$ cat src/rtl/irqc_pkg.sv
package irqc_pkg;

  typedef enum logic [2:0] {
    SEL_SRCPEND = 3'd0,
    SEL_MASK    = 3'd1,
    SEL_MODE    = 3'd2,
    SEL_INTPEND = 3'd3,
    SEL_OFFSET  = 3'd4,
    SEL_NONE    = 3'd7
  } regSel_e;

  typedef struct packed {
    logic    clrSrcPend;
    logic    ldMask;
    logic    ldMode;
    logic    clrIntPend;
    regSel_e rdSel;
  } ctrlStrobe_t;

endpackage

$ cat src/rtl/irqc_prio_pick.sv
module irqc_prio_pick #(
  parameter int WIDTH = 32
) (
  input  logic [WIDTH-1:0] req,
  output logic [WIDTH-1:0] grant
);
  logic [WIDTH:0] anyBelow;

  assign anyBelow[0] = 1'b0;

  for (genvar i = 0; i < WIDTH; i++) begin : g_pick
    assign grant[i]      = req[i] & ~anyBelow[i];
    assign anyBelow[i+1] = anyBelow[i] | req[i];
  end
endmodule

$ cat src/rtl/irqc_onehot_index.sv
module irqc_onehot_index #(
  parameter int WIDTH = 32,
  localparam int IDX_W = $clog2(WIDTH)
) (
  input  logic [WIDTH-1:0] oneHot,
  output logic [IDX_W-1:0] index
);
  always_comb begin
    index = '0;
    for (int i = 0; i < WIDTH; i++) begin
      if (oneHot[i]) index = index | IDX_W'(i);
    end
  end
endmodule

$ cat src/rtl/irqc_ctrl.sv
module irqc_ctrl
  import irqc_pkg::*;
#(
  parameter int ADDR_W = 3
) (
  input  logic [ADDR_W-1:0] busAddr,
  input  logic              busWrEn,
  output ctrlStrobe_t       strobe
);
  always_comb begin
    strobe       = '0;
    strobe.rdSel = SEL_NONE;
    case (int'(busAddr))
      0: begin
        strobe.rdSel      = SEL_SRCPEND;
        strobe.clrSrcPend = busWrEn;
      end
      1: begin
        strobe.rdSel  = SEL_MASK;
        strobe.ldMask = busWrEn;
      end
      2: begin
        strobe.rdSel  = SEL_MODE;
        strobe.ldMode = busWrEn;
      end
      3: begin
        strobe.rdSel      = SEL_INTPEND;
        strobe.clrIntPend = busWrEn;
      end
      4: strobe.rdSel = SEL_OFFSET;
      default: strobe.rdSel = SEL_NONE;
    endcase
  end
endmodule

$ cat src/rtl/irqc_datapath.sv
module irqc_datapath
  import irqc_pkg::*;
#(
  parameter int NUM_SRC = 32,
  localparam int IDX_W = $clog2(NUM_SRC)
) (
  input  logic               clk,
  input  logic               rstN,
  input  logic [NUM_SRC-1:0] srcReq,
  input  ctrlStrobe_t        strobe,
  input  logic [NUM_SRC-1:0] wrData,
  output logic [NUM_SRC-1:0] rdData,
  output logic [NUM_SRC-1:0] srcPendQ,
  output logic [NUM_SRC-1:0] intPendQ,
  output logic [NUM_SRC-1:0] maskQ,
  output logic [NUM_SRC-1:0] modeQ,
  output logic               fiqReq,
  output logic               irqReq
);
  logic [NUM_SRC-1:0] srcClr;
  logic [NUM_SRC-1:0] irqCand;
  logic [NUM_SRC-1:0] irqGrant;
  logic [IDX_W-1:0]   winIdx;

  assign srcClr  = strobe.clrSrcPend ? wrData : '0;
  assign irqCand = srcPendQ & ~maskQ & ~modeQ;

  irqc_prio_pick #(.WIDTH(NUM_SRC)) u_pick (
    .req   (irqCand),
    .grant (irqGrant)
  );

  irqc_onehot_index #(.WIDTH(NUM_SRC)) u_idx (
    .oneHot (intPendQ),
    .index  (winIdx)
  );

  // raw pending: a new request outranks a same-cycle clear
  always_ff @(posedge clk or negedge rstN) begin
    if (!rstN) srcPendQ <= '0;
    else       srcPendQ <= (srcPendQ & ~srcClr) | srcReq;
  end

  always_ff @(posedge clk or negedge rstN) begin
    if (!rstN)                  intPendQ <= '0;
    else if (intPendQ == '0)    intPendQ <= irqGrant;
    else if (strobe.clrIntPend) intPendQ <= intPendQ & ~wrData;
  end

  always_ff @(posedge clk or negedge rstN) begin
    if (!rstN) begin
      maskQ <= '1;
      modeQ <= '0;
    end else begin
      if (strobe.ldMask) maskQ <= wrData;
      if (strobe.ldMode) modeQ <= wrData;
    end
  end

  assign fiqReq = |(srcPendQ & ~maskQ & modeQ);
  assign irqReq = |intPendQ;

  always_comb begin
    case (strobe.rdSel)
      SEL_SRCPEND: rdData = srcPendQ;
      SEL_MASK:    rdData = maskQ;
      SEL_MODE:    rdData = modeQ;
      SEL_INTPEND: rdData = intPendQ;
      SEL_OFFSET:  rdData = NUM_SRC'(winIdx);
      default:     rdData = '0;
    endcase
  end
endmodule

$ cat src/rtl/irq_dual_pend_ctrl.sv
module irq_dual_pend_ctrl
  import irqc_pkg::*;
#(
  parameter int NUM_SRC = 32,
  parameter int ADDR_W  = 3
) (
  input  logic               clk,
  input  logic               rstN,
  input  logic [NUM_SRC-1:0] srcReq,
  input  logic [ADDR_W-1:0]  busAddr,
  input  logic               busWrEn,
  input  logic [NUM_SRC-1:0] busWrData,
  output logic [NUM_SRC-1:0] busRdData,
  output logic               fiqReq,
  output logic               irqReq
);
  ctrlStrobe_t        strobe;
  logic [NUM_SRC-1:0] srcPendQ;
  logic [NUM_SRC-1:0] intPendQ;
  logic [NUM_SRC-1:0] maskQ;
  logic [NUM_SRC-1:0] modeQ;

  irqc_ctrl #(.ADDR_W(ADDR_W)) u_ctrl (
    .busAddr (busAddr),
    .busWrEn (busWrEn),
    .strobe  (strobe)
  );

  irqc_datapath #(.NUM_SRC(NUM_SRC)) u_dp (
    .clk      (clk),
    .rstN     (rstN),
    .srcReq   (srcReq),
    .strobe   (strobe),
    .wrData   (busWrData),
    .rdData   (busRdData),
    .srcPendQ (srcPendQ),
    .intPendQ (intPendQ),
    .maskQ    (maskQ),
    .modeQ    (modeQ),
    .fiqReq   (fiqReq),
    .irqReq   (irqReq)
  );
endmodule

$ cat config.mk
export PLATFORM = sky130hd
export DESIGN_NAME = irq_dual_pend_ctrl
export DESIGN_NICKNAME = d
export VERILOG_FILES = /design/src/rtl/irqc_pkg.sv /design/src/rtl/irqc_prio_pick.sv /design/src/rtl/irqc_onehot_index.sv /design/src/rtl/irqc_ctrl.sv /design/src/rtl/irqc_datapath.sv /design/src/rtl/irq_dual_pend_ctrl.sv
export SDC_FILE = /design/constraint.sdc
export NUM_CORES = 1
export LEC_CHECK = 0
export ABC_AREA = 1
export BUFFER_PORTS_ARGS = -buffer_cell sky130_fd_sc_hd__buf_2
export CORE_MARGIN = 3
export CORE_UTILIZATION = 45
export CTS_CLUSTER_DIAMETER = 100
export DETAILED_ROUTE_END_ITERATION = 8
export GPL_ROUTABILITY_DRIVEN = 0
export HOLD_SLACK_MARGIN = 0.05
export PLACE_DENSITY = 0.76
export REMOVE_ABC_BUFFERS = 1
export SLEW_MARGIN = 10
export SYNTH_ARGS = -nofsm -noshare
export SYNTH_HDL_FRONTEND = slang
export SYNTH_SLANG_ARGS = --single-unit
$ cat constraint.sdc
create_clock -name clk -period 2.46 [get_ports clk]
set_input_delay 0.246 -clock clk [delete_from_list [all_inputs] [get_ports clk]]
set_output_delay 0.246 -clock clk [all_outputs]
set_load 0.02 [all_outputs]
# --- Word-level counts from Yosys, hierarchy flattened ---
# Cells that the tools add are included.
word_totals:
  reg_bits: 128
  word_cells: 161
  out_inout_bits: 34
  in_bits: 70
classes:
  bitwise_logic: 102
  n_eq_ne: 8
  n_reduce_logical: 6
  n_mux: 41
ops:
  columns: ["operator", "count"]
  rows:
  - ["AND 32 bit", 5]
  - ["case mux 32 bit (5 select lines)", 1]
  - ["two-way mux 32 bit", 4]
  - ["NOT 32 bit", 4]
  - ["two-way mux 5 bit", 16]
  - ["OR reduction 32 bit", 2]
  - ["zero test 32 bit", 1]
  - ["two-way mux 4 bit", 8]
  - ["OR 32 bit", 1]
  - ["AND 1 bit", 31]
  - ["NOT 1 bit", 31]
  - ["OR 1 bit", 30]
  - ["case mux 3 bit (5 select lines)", 1]
  - ["== test 3 x 2 -> 1 bit (second input constant)", 4]
  - ["two-way mux 3 bit", 4]
  - ["== test 3 x 1 -> 1 bit (second input constant)", 2]
  - ["== test 3 bit (second input constant)", 2]
  - ["zero test 3 bit", 2]
  - ["two-way mux 1 bit", 5]
  - ["two-way mux 2 bit", 2]
  - ["nonzero test 2 bit", 1]

# --- Logic depth before layout (Yosys ltp) ---
depth:
  ltp_word: 36
  depth_mapped: 20
  depth_no_buf: 20

# --- Hierarchy ---
# From an unflattened synthesis, not the netlist that was laid out.
hier_totals:
  cells_unflattened: 959
  hier_area_um2: 7250.7
modules_own_cells:
  columns: ["mod", "area_each_um2", "seq_area_each_um2", "cells_each", "instances"]
  rows:
  - ["irqc_datapath", 6444.9, 3243.1, 802, 1]
  - ["irqc_prio_pick", 510.5, 0.0, 83, 1]
  - ["irqc_onehot_index", 226.5, 0.0, 57, 1]
  - ["irqc_ctrl", 68.8, 0.0, 17, 1]

# --- Least setup slack after synthesis ---
# OpenSTA, ideal clock, no wires.
synth_path:
  path_type: "reg2reg"
  from: "register u_dp.maskQ[1]"
  to: "register u_dp.intPendQ[28]"
  path_buffers: 0
  t_arrival_ns: 2.400
  setup_slack_ns: -0.006
  path_stages_with_launch: 21
  synth_period_minus_slack_ns: 2.466
  cell_sequence: "dfstp_2 inv_2 nand3_2 nand3_2 nor2_2 nand4_2 nor2_4 nand4_4 nor2_4 nand4_4 nor2_4 nand4_4 nor2_4 nand4_4 nor2_4 nand4_4 nor2_4 nand3_1 nand2_1 nand2_1 nand2_1"
synth_between:
  elab_chain_cells: 33
synth_lines:
  columns: ["element", "line_no", "text"]
  rows:
  - ["from (decl)", "irqc_datapath.sv:15", "output logic [NUM_SRC-1:0] maskQ,"]
  - ["from (signal assigned)", "irqc_datapath.sv:55", "if (strobe.ldMask) maskQ <= wrData;"]
  - ["NOT 32 bit", "irqc_datapath.sv:26", "assign irqCand = srcPendQ & ~maskQ & ~modeQ;"]
  - ["AND 32 bit (2 in series)", "irqc_datapath.sv:26", null]
  - ["OR 1 bit (27 in series)", "irqc_prio_pick.sv:13", "assign anyBelow[i+1] = anyBelow[i] | req[i];"]
  - ["NOT 1 bit", "irqc_prio_pick.sv:12", "assign grant[i] = req[i] & ~anyBelow[i];"]
  - ["AND 1 bit", "irqc_prio_pick.sv:12", null]
  - ["two-way mux 32 bit", "irqc_datapath.sv:46", "else if (intPendQ == '0) intPendQ <= irqGrant;"]
  - ["to (signal assigned)", "irqc_datapath.sv:46", null]
  - ["to (signal assigned)", "irqc_datapath.sv:47", "else if (strobe.clrIntPend) intPendQ <= intPendQ & ~wrData;"]
  - ["to (decl)", "irqc_datapath.sv:14", "output logic [NUM_SRC-1:0] intPendQ,"]
# No other way between the ends.
# A chain may end at the register's enable or synchronous reset.

# --- Worst setup path in the final report ---
layout_path:
  from: "register u_dp.maskQ[1]"
  to: "output port fiqReq"
layout_between:
  elab_chain_cells: 4
layout_lines:
  columns: ["element", "line_no", "text"]
  rows:
  - ["NOT 32 bit", "irqc_datapath.sv:60", "assign fiqReq = |(srcPendQ & ~maskQ & modeQ);"]
  - ["AND 32 bit (2 in series)", "irqc_datapath.sv:60", null]
  - ["OR reduction 32 bit", "irqc_datapath.sv:60", null]
  - ["to (decl)", "irq_dual_pend_ctrl.sv:14", "output logic fiqReq,"]
# No other way between the ends.

==> results.md <==
- Status: finished, violations left
- Failing checks: negative setup slack
- FF+latch count, synth: 128
- N_diodes: 0
- Critical path peak fanout: 3
- Final Max Tran Viols: 0
- Port Buffers: 103
- Setup CP Type: reg2out
- I/O pin count: ~100
- VDD IR-drop max: 0.0004658 V
- Fraction of registers with async set/reset: 100.0%
- Number of buffers created by CTS: 17
- Die area: 0.01662 sq mm
- Fillers: 1272
- Slew margin rel.: 48.10%
- Min-delay worst type: in2reg
- Fin cells: between 1000 and 1500
- Most common cell after layout, fill and taps aside: nand2_1
- Ratio of cells with drive above 1 in the final layout: 24.69%
- Seq/Total Area, Yosys: 47.70%
- Fin. Hold Viols: 0
- Worst path slowest cell: or4_4
- Routed Antenna Nets: 0
- Initial drt markers: 521
- Nets: 1106
- Root Buffer: clkbuf_16
- Area contributors post-synth: dfrtp_1 35%, dfstp_2 12%, nand2_1 12%
- CP endpoint kind: primary output
- Drt pass-1 iters: 5
- Largest net degree at the start of global routing: roughly 130
- Post-synth EDFFs: 0
- Global-route total usage across every layer: 24.42%
- Least-Margin Pin Slew: between 0.7 and 0.8 ns
- Core area: roughly 0.015 sq mm
- Synthesized area: 0.006799 sq mm
- Crit path cell chain: inv_2 -> nand2_1 -> nor2_1 -> nor4_2 -> o311ai_1 -> or4_4 -> buf_2
- Avg WL per Cell: ~16 um
- Residual DRC: 0
- Vias in the first global route: ~6400
- Clock sink count: ~130
- Post-route setup slack: -0.1720 ns
- Synth Flop Type: dfrtp_1
- Overall Power: 6864 uW
- Largest stage delay, worst path: 0.57 ns
- Pwr dens: 770.6 mW/mm^2
- RSZ-0062 raised after global routing: yes
- CTS Buffer Depth: 2
- Initial Util: 46.43%
- H-Tree Depth: 4
- Rows: 44
- Startpoint types: register
- Dpl hpwl: 13680 um
- Most frequent cells in the layout: 224 x nand2_1, 112 x inv_1, 102 x buf_2
- Placed Instances: ~1200
- Die Y: about 130 um
- Yosys warns: 0
- CTS tree: built
- Worst-path clk slew: about 0.060 ns
- Seq. cell area: between 0.003 and 0.004 sq mm
- Vias after detailed routing: 6673
- Leak Pwr: 0.004265 uW
- F_max: roughly 380 MHz
- Vias per cell: 5.412
- Final setup viols: 8
- Worst-Skew Late Latency: 0.43 ns
- Synth Area per Inst: a little under 8 sq um
- Worst Clk Skew: 0.005000 ns
- Post-synth top area share: 35.33%
- Reg2reg path depth: 20
- Multi-input logic area: 0.003126 sq mm
- Die width: roughly 130 um
- Distinct cells, synth: 40
- First-pass GRT wire length: 31910 um
- Synth-to-Final Area Change: 31.01%
- Cell taking the most area after synthesis: dfrtp_1
- Crit path DAT: 2.39 ns
- GRT overflow: 0
- Initial antenna violation count: 0
- Cells after synthesis: 863
- Worst EP required: 2.21 ns
- Final worst path period share: 107.0%
- Hold Crit Depth: 3
- Maxcap violations: 0
- Fin crit period: 2.632 ns
- WL final: 19520 um
==> cells by family (layout without fill, tap and decap cells) <==
group | Yosys count | count (layout) | synth area share (%)
AND/OR/NAND/NOR | 383 | 383 | 25.84
AO/OA/AOI/OAI | 198 | 198 | 17.94
buffers and inverters | 154 | 340 | 8.520
flip-flops | 128 | 128 | 47.70
==> cell type report <==
cell class | instances | area share, %
clock buffers | 22 | 5.324
clock inverters | 10 | 1.503
inverters | 124 | 5.225
multi-input cells | 581 | 35.09
flip-flops and latches | 128 | 36.42
well taps | 184 | 2.585
repair buffers | 184 | 13.85
==> power by group <==
part	leakage, uW	internal, uW	switching (uW)
Combinational	0.00255	576	889
Clock	0.000296	1670	939
Sequential	0.00142	2480	311
Total	0.00427	4730	2140
==> synth_stat cells (8+ instances only) <==
library cell and n:
nand2_1 224, a21oi_1 14, a31oi_1 8, nor2_1 64, nor4_1 16, o21ai_0 100, nand4_1 10, dfrtp_1 96
nand3_1 23, inv_2 10, dfstp_2 32, o21ai_1 8, o2111ai_1 25, o21bai_1 16, nor3_1 21, clkbuf_1 28
inv_1 112
==> metal layers <==
layer	vias up	track usage [%]	routed length [um]	part of all wire, %
li1	3235	-	-	-
met1	3173	33.53	8525	44
met2	232	38.32	9299	48
met3	33	5.645	1341	6.9
met4	0	8.277	354	1.8
met5	-	0	0	0
==> state kept, by name, indices dropped and copies added (netlist names) <==
signal and flops:
u_dp.intPendQ 32, u_dp.modeQ 32, u_dp.maskQ 32, u_dp.srcPendQ 32
==> final timing paths <==
path / from / end / slack, ns
max in group asynchronous: rstN / u_dp.intPendQ[31] / 1.41
worst max-delay path: u_dp.maskQ[1] / fiqReq / -0.17
worst min-delay path: busWrData[15] / u_dp.maskQ[15] / 0.11
worst max register to register: u_dp.maskQ[0] / u_dp.intPendQ[28] / -0.13
min in group asynchronous: rstN / u_dp.srcPendQ[18] / 0.47
worst min register to register: u_dp.maskQ[26] / u_dp.maskQ[26] / 0.49
==> per-stage QoR <==
stage	TNS (ns)	utilization, %	cell area [sq um]	hold slack, ns	worst slack [ns]
finish	-0.7552	60.83	8907	0.1087	-0.1720
detailed placement	-1.194	53.05	7769	0.4150	-0.2201
global route	-2.173	60.83	8907	0.1121	-0.2916
CTS	-0.8608	60.07	8797	0.1006	-0.1787
global placement	-0.7829	53.05	7769	0.4095	-0.1663
floorplan	-21.67	-	6685	-0.04959	-0.4109
==> critical path: cells and delay by family, from the launching register on <==
family	cells	cell delay [ns]
flip-flops	1	0.54
AND/OR/NAND/NOR	4	0.97
AO/OA/AOI/OAI	1	0.22
buffers and inverters	2	0.24
==> what timing repair did <==
action                                 4_1_cts  5_1_grt
resized for setup                           11       15
endpoints found under the hold margin      128        0
hold buffers                                33        0
setup endpoints to repair                   12       15
pin swaps                                    5        3
buffers inserted                             5        3
(Power assumes the default switching activity.)
